`src/rtl/strm_pkg.sv`:
```
package strm_pkg;

   // register-form access encoding
   localparam logic [1:0] ENC_OP0_REG = 2'b11;
   localparam logic [2:0] ENC_OP2_REG = 3'b010;
   localparam logic [3:0] ENC_CRM_REG = 4'b0010;
   // immediate-form access encoding
   localparam logic [1:0] ENC_OP0_IMM = 2'b00;
   localparam logic [2:0] ENC_OP2_IMM = 3'b011;
   // fields shared by both forms
   localparam logic [2:0] ENC_OP1     = 3'b011;
   localparam logic [3:0] ENC_CRN     = 4'b0100;

   // immediate target selectors, taken from CRm[3:1]
   localparam logic [2:0] TGT_MODE = 3'b001;
   localparam logic [2:0] TGT_EN   = 3'b010;
   localparam logic [2:0] TGT_BOTH = 3'b011;

   typedef struct packed {
      logic en;    // bit 1: matrix storage enable
      logic mode;  // bit 0: streaming flag
   } ctl_t;

   typedef enum logic [1:0] {
      SUB_NONE        = 2'd0,
      SUB_STREAM_BAD  = 2'd1,
      SUB_STREAM_NEED = 2'd2,
      SUB_STORE_OFF   = 2'd3
   } trap_sub_e;

endpackage

```
`src/rtl/strm_acc_decode.sv`:
```
module strm_acc_decode
   import strm_pkg::*;
(
   input  logic       valid_i,
   input  logic       write_i,
   input  logic [1:0] op0_i,
   input  logic [2:0] op1_i,
   input  logic [3:0] crn_i,
   input  logic [3:0] crm_i,
   input  logic [2:0] op2_i,
   output logic       reg_rd_o,
   output logic       reg_wr_o,
   output logic       imm_wr_o,
   output logic       imm_mode_o,
   output logic       imm_en_o,
   output logic       imm_val_o
);

   logic common_hit;
   logic reg_enc;
   logic imm_enc;
   logic tgt_ok;

   assign common_hit = (op1_i == ENC_OP1) && (crn_i == ENC_CRN);
   assign reg_enc    = common_hit && (op0_i == ENC_OP0_REG) &&
                       (crm_i == ENC_CRM_REG) && (op2_i == ENC_OP2_REG);
   assign tgt_ok     = (crm_i[3:1] == TGT_MODE) || (crm_i[3:1] == TGT_EN) ||
                       (crm_i[3:1] == TGT_BOTH);
   assign imm_enc    = common_hit && (op0_i == ENC_OP0_IMM) &&
                       (op2_i == ENC_OP2_IMM) && tgt_ok;

   assign reg_rd_o   = valid_i && !write_i && reg_enc;
   assign reg_wr_o   = valid_i &&  write_i && reg_enc;
   assign imm_wr_o   = valid_i &&  write_i && imm_enc;
   // among the legal selectors, CRm[1] names the flag and CRm[2] the enable
   assign imm_mode_o = crm_i[1];
   assign imm_en_o   = crm_i[2];
   assign imm_val_o  = crm_i[0];

endmodule

```
`src/rtl/strm_state_reg.sv`:
```
module strm_state_reg
   import strm_pkg::*;
(
   input  logic clk,
   input  logic rst_n,
   input  logic reg_wr_i,
   input  ctl_t reg_val_i,
   input  logic imm_wr_i,
   input  logic imm_mode_i,
   input  logic imm_en_i,
   input  logic imm_val_i,
   output ctl_t cur_o,
   output logic clr_matrix_o,
   output logic clr_vec_o,
   output logic clr_fpmr_o,
   output logic ld_fpsr_o
);

   ctl_t nxt;

   always_comb begin
      nxt = cur_o;
      if (reg_wr_i) begin
         nxt = reg_val_i;
      end else if (imm_wr_i) begin
         if (imm_mode_i) nxt.mode = imm_val_i;
         if (imm_en_i)   nxt.en   = imm_val_i;
      end
   end

   always_ff @(posedge clk or negedge rst_n) begin
      if (!rst_n) begin
         cur_o        <= '0;
         clr_matrix_o <= 1'b0;
         clr_vec_o    <= 1'b0;
         clr_fpmr_o   <= 1'b0;
         ld_fpsr_o    <= 1'b0;
      end else begin
         cur_o        <= nxt;
         clr_matrix_o <= !cur_o.en && nxt.en;
         clr_vec_o    <= cur_o.mode ^ nxt.mode;
         clr_fpmr_o   <= cur_o.mode ^ nxt.mode;
         ld_fpsr_o    <= cur_o.mode ^ nxt.mode;
      end
   end


   matrix_rise_chk: assert property (@(posedge clk) disable iff (!rst_n)
      clr_matrix_o |-> (cur_o.en && !$past(cur_o.en)));


   matrix_single_chk: assert property (@(posedge clk) disable iff (!rst_n)
      clr_matrix_o |=> !clr_matrix_o);


   mode_flip_chk: assert property (@(posedge clk) disable iff (!rst_n)
      (cur_o.mode != $past(cur_o.mode)) |-> (clr_vec_o && clr_fpmr_o && ld_fpsr_o));


   vec_quiet_chk: assert property (@(posedge clk) disable iff (!rst_n)
      (cur_o.mode == $past(cur_o.mode)) |-> !(clr_vec_o || clr_fpmr_o || ld_fpsr_o));

endmodule

```
`src/rtl/strm_trap_gen.sv`:
```
module strm_trap_gen
   import strm_pkg::*;
#(
   parameter int                 CLASS_W    = 6,
   parameter int                 SUB_W      = 2,
   parameter logic [CLASS_W-1:0] TRAP_CLASS = 6'h1D
) (
   input  logic               clk,
   input  logic               rst_n,
   input  ctl_t               cur_i,
   input  logic               chk_valid_i,
   input  logic               store_use_i,
   input  logic               stream_bad_i,
   input  logic               stream_need_i,
   output logic               trap_o,
   output logic [CLASS_W-1:0] class_o,
   output logic [SUB_W-1:0]   sub_o
);

   trap_sub_e sel;

   always_comb begin
      sel = SUB_NONE;
      if (chk_valid_i) begin
         if (cur_i.mode && stream_bad_i)        sel = SUB_STREAM_BAD;
         else if (!cur_i.mode && stream_need_i) sel = SUB_STREAM_NEED;
         else if (!cur_i.en && store_use_i)     sel = SUB_STORE_OFF;
      end
   end

   assign trap_o  = (sel != SUB_NONE);
   assign class_o = trap_o ? TRAP_CLASS : '0;

   generate
      if (SUB_W > 2) begin : g_sub_wide
         assign sub_o = {{(SUB_W-2){1'b0}}, sel};
      end else begin : g_sub_exact
         assign sub_o = sel;
      end
   endgenerate


   store_off_chk: assert property (@(posedge clk) disable iff (!rst_n)
      (trap_o && (sub_o == SUB_W'(3))) |-> !cur_i.en);


   idle_trap_chk: assert property (@(posedge clk) disable iff (!rst_n)
      !chk_valid_i |-> !trap_o);

endmodule

```
`src/rtl/strm_ctl_reg.sv`:
```
module strm_ctl_reg
   import strm_pkg::*;
#(
   parameter int                 DATA_W     = 64,
   parameter int                 CLASS_W    = 6,
   parameter int                 SUB_W      = 2,
   parameter logic [CLASS_W-1:0] TRAP_CLASS = 6'h1D,
   parameter logic [DATA_W-1:0]  FPSR_INIT  = 64'h0000_0000_0800_009F
) (
   input  logic               clk,
   input  logic               rst_n,
   input  logic               acc_valid,
   input  logic               acc_write,
   input  logic [1:0]         acc_op0,
   input  logic [2:0]         acc_op1,
   input  logic [3:0]         acc_crn,
   input  logic [3:0]         acc_crm,
   input  logic [2:0]         acc_op2,
   input  logic [DATA_W-1:0]  acc_wdata,
   output logic               acc_hit,
   output logic [DATA_W-1:0]  rd_data,
   output logic               mode_o,
   output logic               store_en_o,
   output logic               clr_matrix_o,
   output logic               clr_vec_o,
   output logic               clr_fpmr_o,
   output logic               ld_fpsr_o,
   output logic [DATA_W-1:0]  fpsr_val_o,
   input  logic               chk_valid,
   input  logic               chk_store_use,
   input  logic               chk_stream_bad,
   input  logic               chk_stream_need,
   output logic               trap_o,
   output logic [CLASS_W-1:0] trap_class_o,
   output logic [SUB_W-1:0]   trap_sub_o
);

   localparam int RSV_W = DATA_W - 2;

   generate
      if (DATA_W < 3)  begin : g_bad_data_w  $error("DATA_W must exceed 2");  end
      if (SUB_W < 2)   begin : g_bad_sub_w   $error("SUB_W must be at least 2"); end
      if (CLASS_W < 6) begin : g_bad_class_w $error("CLASS_W must be at least 6"); end
   endgenerate

   logic reg_rd, reg_wr, imm_wr, imm_mode, imm_en, imm_val;
   ctl_t cur;
   ctl_t wr_val;
   logic unused_wdata;

   strm_acc_decode u_dec (
      .valid_i    (acc_valid),
      .write_i    (acc_write),
      .op0_i      (acc_op0),
      .op1_i      (acc_op1),
      .crn_i      (acc_crn),
      .crm_i      (acc_crm),
      .op2_i      (acc_op2),
      .reg_rd_o   (reg_rd),
      .reg_wr_o   (reg_wr),
      .imm_wr_o   (imm_wr),
      .imm_mode_o (imm_mode),
      .imm_en_o   (imm_en),
      .imm_val_o  (imm_val)
   );

   assign wr_val.en     = acc_wdata[1];
   assign wr_val.mode   = acc_wdata[0];
   assign unused_wdata  = ^acc_wdata[DATA_W-1:2];

   strm_state_reg u_state (
      .clk          (clk),
      .rst_n        (rst_n),
      .reg_wr_i     (reg_wr),
      .reg_val_i    (wr_val),
      .imm_wr_i     (imm_wr),
      .imm_mode_i   (imm_mode),
      .imm_en_i     (imm_en),
      .imm_val_i    (imm_val),
      .cur_o        (cur),
      .clr_matrix_o (clr_matrix_o),
      .clr_vec_o    (clr_vec_o),
      .clr_fpmr_o   (clr_fpmr_o),
      .ld_fpsr_o    (ld_fpsr_o)
   );

   strm_trap_gen #(
      .CLASS_W    (CLASS_W),
      .SUB_W      (SUB_W),
      .TRAP_CLASS (TRAP_CLASS)
   ) u_trap (
      .clk           (clk),
      .rst_n         (rst_n),
      .cur_i         (cur),
      .chk_valid_i   (chk_valid),
      .store_use_i   (chk_store_use),
      .stream_bad_i  (chk_stream_bad),
      .stream_need_i (chk_stream_need),
      .trap_o        (trap_o),
      .class_o       (trap_class_o),
      .sub_o         (trap_sub_o)
   );

   assign acc_hit    = reg_rd || reg_wr || imm_wr;
   assign rd_data    = reg_rd ? {{RSV_W{1'b0}}, cur.en, cur.mode} : '0;
   assign mode_o     = cur.mode;
   assign store_en_o = cur.en;
   assign fpsr_val_o = FPSR_INIT;


   idle_hold_chk: assert property (@(posedge clk) disable iff (!rst_n)
      !(reg_wr || imm_wr) |=> (mode_o == $past(mode_o)) && (store_en_o == $past(store_en_o)));


   reg_load_chk: assert property (@(posedge clk) disable iff (!rst_n)
      reg_wr |=> (mode_o == $past(acc_wdata[0])) && (store_en_o == $past(acc_wdata[1])));

endmodule

```
`config.mk`:
```
export PLATFORM = sky130hd
export DESIGN_NAME = strm_ctl_reg
export DESIGN_NICKNAME = d
export VERILOG_FILES = /design/src/rtl/strm_pkg.sv /design/src/rtl/strm_acc_decode.sv /design/src/rtl/strm_state_reg.sv /design/src/rtl/strm_trap_gen.sv /design/src/rtl/strm_ctl_reg.sv
export SDC_FILE = /design/constraint.sdc
export NUM_CORES = 1
export LEC_CHECK = 0
export ABC_AREA = 1
export BUFFER_PORTS_ARGS = -buffer_cell sky130_fd_sc_hd__buf_2
export CAP_MARGIN = 30
export CORE_AREA = 2 2 89 91
export CTS_CLUSTER_SIZE = 10
export DETAILED_ROUTE_END_ITERATION = 10
export DIE_AREA = 0 0 91 93
export GPL_TIMING_DRIVEN = 0
export PLACE_DENSITY_LB_ADDON = 0.08
export SLEW_MARGIN = 20
export SYNTH_ARGS = -nofsm -noshare
export SYNTH_HDL_FRONTEND = slang
export SYNTH_SLANG_ARGS = --single-unit
```
`constraint.sdc`:
```
create_clock -name clk -period 2.68 [get_ports clk]
set_clock_uncertainty 0.2 [all_clocks]
set_input_delay 0.536 -clock clk [delete_from_list [all_inputs] [get_ports clk]]
set_output_delay 0.536 -clock clk [all_outputs]
set_load 0.01 [all_outputs]
```
==> results of run 1 <==
==> flip-flops by register name, indices dropped and copies added (netlist names) <==
| register | cells |
|---|---|
| u_state.cur_o | 2 |
| u_state.clr_matrix_o | 1 |
| u_state.clr_vec_o | 1 |
==> worst reg2reg max path: stages, from the launching register on <==
cell and delay, ps:
dfrtp_1 410, inv_1 140, nand2_1 80, nand2_2 80
nand3_1 60, nand2_1 70, inv_1 30
==> power groups by stage <==
| stage | sequential [W] | combinational, W | clock (W) |
|---|---|---|---|
| floorplan | 0.0000617 | 0.000235 | 0 |
| global placement | 0.0000616 | 0.000264 | 0 |
| detailed placement | 0.0000616 | 0.000264 | 0 |
| CTS | 0.0000609 | 0.000266 | 0.000131 |
| global route | 0.0000609 | 0.000300 | 0.000135 |
| finish | 0.0000609 | 0.000274 | 0.000128 |
==> cell usage in the layout (no fill, tap or decap), drive strengths merged <==
| cell | n |
|---|---|
| a21oi | 3 |
| a31oi | 1 |
| buf | 175 |
| clkbuf | 3 |
| clkinv | 1 |
| conb | 128 |
| dfrtp | 4 |
| dlygate4sd3 | 1 |
| inv | 9 |
| nand2 | 18 |
| nand3 | 8 |
| nand3b | 2 |
| nand4 | 3 |
| nor2 | 10 |
| o21ai | 1 |
| or2 | 1 |
==> per-layer routing <==
layer / track usage / vias up / share of wire
met5: 0 / - / 0
met4: 0.0152 / 0 / 0.0073
met3: 0.0177 / 3 / 0.17
met2: 0.119 / 100 / 0.50
met1: 0.0606 / 426 / 0.33
li1: - / 682 / -
==> area by class of cell <==
| class | count | area (um2) | share of cell area |
|---|---|---|---|
| buffer | 134 | 1010 | 0.442 |
| multi-input combinational | 175 | 748 | 0.329 |
| timing repair buffer | 42 | 215 | 0.0946 |
| tap | 102 | 128 | 0.0561 |
| sequential | 4 | 100 | 0.0440 |
| clock buffer | 3 | 41.3 | 0.0181 |
| inverter | 10 | 37.5 | 0.0165 |
==> stage by stage <==
stage / instance area, um2 / total power, W / instances / setup WS, ps
floorplan: 1890 / 0.000297 / 323 / 570
global placement: 2220 / 0.000326 / 466 / 300
detailed placement: 2220 / 0.000326 / 466 / 276
CTS: 2280 / 0.000458 / 470 / 273
global route: 2280 / 0.000496 / 470 / 159
finish: 2280 / 0.000464 / 470 / 315
==> cell families (layout without fill, tap and decap cells) <==
kind of cell	count (synthesis)	after routing
compound gates	5	5
buf+inv	144	189
flops	4	4
other cells	2	128
simple gates	42	42
==> final timing paths <==
| kind | start | end | slack (ps) | cells past startpoint |
|---|---|---|---|---|
| max | acc_crn[0] | rd_data[1] | 320 | 8 |
| min | u_state.cur_o[1]$_DFF_PN0_ | u_state.clr_matrix_o$_DFF_PN0_ | 260 | 1 |
| max reg2reg | u_state.cur_o[0]$_DFF_PN0_ | u_state.clr_vec_o$_DFF_PN0_ | 1510 | 6 |
| min reg2reg | u_state.cur_o[1]$_DFF_PN0_ | u_state.clr_matrix_o$_DFF_PN0_ | 260 | 1 |
| max in group asynchronous | rst_n | u_state.clr_vec_o$_DFF_PN0_ | 1710 | 2 |
| min in group asynchronous | rst_n | u_state.cur_o[1]$_DFF_PN0_ | 460 | 2 |
==> metrics.cfg, run 1 <==
[status]
status=complete, no violations

[logic_synthesis]
ys_top_cells_by_area=buf_4, dfrtp_1, nand2_1
synth_mux_area_frac=0
yosys_warnings=0
synth_top_family_by_area=buffers and inverters
synth_largest_area_cell=buf_4
yosys_register_bits=4
synth-compound-area-share=0.0212
synth_top_area_frac=0.709
ys.flop_type=dfrtp_1
postSynthCellCount=197
synth_most_common_cell=buf_4
synth_area_um2=1420
synthTopCellsByCount=buf_4, nand2_1, inv_1, nand3_1, nor2_1
ys_types=21
yosys.area_share.adder=0
syn_area_per_cell_um2=7.20
synth_xor_area_frac=0
synth-simple-area-share=0.168
async_flop_share=1.00
seq_area_frac_synth=0.0705
synth-edff-count=0

[power]
power_frac_clock=0.277
switchingPower_w=0.000161
switching_share=0.348
peakVddDrop_uv=100
pwr-share-seq=0.131
leakagePower_nw=1.57
power_frac_comb=0.592
p_per_area_nw_per_um2=204
p_int_w=0.000302

[setup_path]
cp-start-kind=input pin
cp_max_fo=6
critPathArrivalTime_ps=1630
max_stage_delay_ps=240
critPathKind=input pin to output pin
path_delay_family=simple AND/OR/NAND/NOR gates
path_cells=buf_2 -> nor2_1 -> nand2_1 -> nor2_4 -> nand4_1 -> or2_1 -> nor2_1 -> buf_2
cp_num_buf_inv=2
cpMaxStageDelayCell=or2_1
cp_data_required_time_ps=1940
end_kind=output pin

[route]
vias=1211
drc=0
vias_per_cell=2.58
totalWireLength_um=2870
final_antenna_net_count=0
first_pass_iters=4
drtIter0Drc=7
drt-wirelength-per-cell_um=6.10

[job]
max_cap_viol_count=0

[clock_tree]
hold_buffers=1
cts-resized-gates=0
cts_setup_buffers=0
clkSinkCount=4
cts_tree=done
cts-root-buf=clkbuf_8
htree_levels=1
numCtsBuffers=3
clock_latency_ps=220
clk_pin_slew_ps=30
clockBufferDepth=2

[floorplanning]
ios=232
start_util=0.188
die_y_um=93
rows=32
die_area_um2=8460
die_w_um=91
fp.coreArea_um2=7530

[final_layout]
area_growth_pct=60.4
antenna_cells=0
utilization=0.302
fillers=855
nNetsFinal=458
layout-drive-gt1-share=0.519

[placement]
place_hpwl_um=2820
gp_congestion=0.671
place.port_buffers=41

[timing]
finalHoldViolCount=0
setup_viol=0
rsz0062_at_grt=no
finalSetupTns_ps=0
holdWs_ps=259
maxSlewViolCount=0
final.period_utilization=0.882
min_period_ps=2360
fmax_ghz=0.423

[min_path]
worstHoldPathType=flop to flop

[global_routing]
first_global_vias=1028
antenna_found_initial=0
grt_max_degree=7
grt.overflow.total=0
grt_pass1_wl_um=4240
grt_usage=0.0598

No activity file was read; power rests on OpenSTA's default activity.
==> inputs of run 2 (changes only) <==
==> constraint.sdc (replaced) <==
create_clock -name clk -period 2.15 [get_ports clk]
set_clock_uncertainty 0.2 [all_clocks]
set_input_delay 0.43 -clock clk [delete_from_list [all_inputs] [get_ports clk]]
set_output_delay 0.43 -clock clk [all_outputs]
set_load 0.01 [all_outputs]
==> run 2 against run 1 <==
Non-clock buffer count is 3 higher. Design area increased by 3.1%. Register-to-register slack got worse by 540 ps. Core utilization up 0.95 points. Global-route usage unchanged. Critical path type unchanged. Critical endpoint is now rd_data[0]. Largest cell class unchanged. Largest power group unchanged. Highest routed layer unchanged.
==> metrics.cfg, run 2 (synthesis gave the netlist of run 1 again) <==
[timing]
finalHoldViolCount=0  ; unchanged
holdWs_ps=250  ; -9.05 ps
maxSlewViolCount=0  ; unchanged
fmax_ghz=0.483
rsz0062_at_grt=no
layout_setup_ws_ps=77.7  ; -238 ps
min_period_ps=2070
final.period_utilization=0.964
setup_viol=0  ; unchanged

[setup_path]
cp_num_buf_inv=3  ; +1
cp_max_fo=2  ; -4
endpoint=rd_data[0]
end_kind=output pin
crit_cells=8  ; unchanged
max_stage_delay_ps=260  ; +20 ps
critPathKind=input pin to output pin
r2r-end=u_state.clr_vec_o$_DFF_PN0_
critPathArrivalTime_ps=1440  ; -190 ps
cp-start-kind=input pin
timing.rr.start=u_state.cur_o[0]$_DFF_PN0_
reg2reg_depth=6  ; unchanged
cp_data_required_time_ps=1520  ; -420 ps
cpMaxStageDelayCell=or2_1
crit_start=acc_crm[0]
path_delay_family=simple AND/OR/NAND/NOR gates
path_cells=buf_2 -> inv_2 -> nand4_1 -> nor2_4 -> nand4_1 -> or2_1 -> nor2_1 -> buf_2
r2r_slack_ps=970  ; -540 ps

[route]
first_pass_iters=4  ; unchanged
totalWireLength_um=2890  ; +0.66%
drc=0  ; unchanged
drt-wirelength-per-cell_um=6.10  ; about the same
drtIter0Drc=11  ; +4
vias_per_cell=2.60  ; +0.84%
vias=1229  ; +1.5%
final_antenna_net_count=0  ; unchanged

[floorplanning]
ios=232  ; unchanged
die_area_um2=8460  ; unchanged
fp.coreArea_um2=7530  ; unchanged
start_util=0.188  ; unchanged
die_w_um=91  ; unchanged
die_y_um=93  ; unchanged
rows=32  ; unchanged

[clock_tree]
htree_levels=1  ; unchanged
clock_latency_ps=220  ; about the same
clkSinkCount=4  ; unchanged
cts-root-buf=clkbuf_8
numCtsBuffers=3  ; unchanged
clk_pin_slew_ps=30  ; about the same
clockBufferDepth=2  ; unchanged
cts_tree=done

[min_path]
worstHoldPathType=input pin to flop
min_from=acc_wdata[0]
hold_depth=3  ; +2

[final_layout]
layout-drive-gt1-share=0.534  ; +0.0147
largest_reg_flops=2  ; unchanged
mostFrequentLayoutCells=buf_4, conb_1, buf_2, nand2_1, inv_1
top_register=u_state.cur_o
top_regs=u_state.cur_o x2, u_state.clr_matrix_o x1, u_state.clr_vec_o x1
nNetsFinal=461  ; +0.66%
final_common_cell=buf_4
area_growth_pct=65.4
antenna_cells=0  ; unchanged

[placement]
place_ws_ps=-42.4  ; -318 ps
place_hpwl_um=2820  ; unchanged
place.port_buffers=41  ; unchanged
gp_congestion=0.671  ; unchanged

[global_routing]
grt.overflow.total=0  ; unchanged
first_global_vias=1033  ; +0.49%
grt_usage=0.0598  ; unchanged
antenna_found_initial=0  ; unchanged
grt_pass1_wl_um=4240  ; unchanged
grt_max_degree=6  ; -1

[power]
leakagePower_nw=1.59  ; +1.4%
peakVddDrop_uv=124  ; +24%
p_per_area_nw_per_um2=250  ; +23%
power_w=0.000586  ; +26%

[job]
max_cap_viol_count=0  ; unchanged

[status]
status=complete, no violations

## run 2: cell count changes in the layout (fill, tap and decap cells not counted)
cell	delta
buf_2	-3
buf_4	+3
buf_6	+3
nor2_4	+2
a31oi_1	-1
a31oi_4	+1
inv_1	-1
inv_2	+1
nand2_1	-1
nand2_2	+1
nor2_1	-1
nor2_2	-1
## run 2: through the flow
| step | utilization | setup TNS (ps) | instances | area, um2 |
|---|---|---|---|---|
| floorplan | - | 0 | 323 | 1890 |
| global placement | 0.296 | -34.4 | 466 | 2220 |
| detailed placement | 0.296 | -82.3 | 466 | 2220 |
| CTS | 0.304 | 0 | 471 | 2290 |
| global route | 0.312 | 0 | 473 | 2350 |
| finish | 0.312 | 0 | 473 | 2350 |
## run 2: cell type report
class                           count  area [um2]
Buffer                            134        1010
Clock buffer                        3        41.3
Fill cell                         852        5180
Inverter                           10        37.5
Multi-Input combinational cell    175         778
Sequential cell                     4         100
Tap cell                          102         128
Timing Repair Buffer               45         256
## run 2: metal layers
layer	vias to the layer above	share of wire	wire length [um]	track usage
li1	688	-	-	-
met1	438	0.32	930	0.0606
met2	100	0.51	1460	0.119
met3	3	0.16	474	0.0177
met4	0	0.0073	21	0.0152
met5	-	0	0	0
## run 2: power breakdown
part	switching, W	leakage (nW)	total (W)	internal [W]
registers	0.0000000617	0.0455	0.0000760	0.0000759
logic	0.000163	1.52	0.000350	0.000187
clock network	0.0000403	0.0216	0.000160	0.000119
total	0.000204	1.59	0.000586	0.000382
## run 2: timing repair
item	4_1_cts	5_1_grt
hold endpoints to repair	4	0
resized for setup	1	9
setup endpoints to repair	6	6
pin swaps	1	9
setup buffers	1	2
hold buffers	1	0
## run 2: how the worst min path moves through the flow
stage / end
2_1_floorplan: u_state.clr_matrix_o$_DFF_PN0_
3_3_place_gp: u_state.clr_vec_o$_DFF_PN0_
3_5_place_dp: u_state.cur_o[1]$_DFF_PN0_
4_1_cts: u_state.cur_o[0]$_DFF_PN0_
5_1_grt: u_state.cur_o[1]$_DFF_PN0_
6_report: u_state.cur_o[0]$_DFF_PN0_
## run 2: worst min-delay path: stages
cell     delay [ps]
buf_2            80
nand2_2          50
nand2_2          60
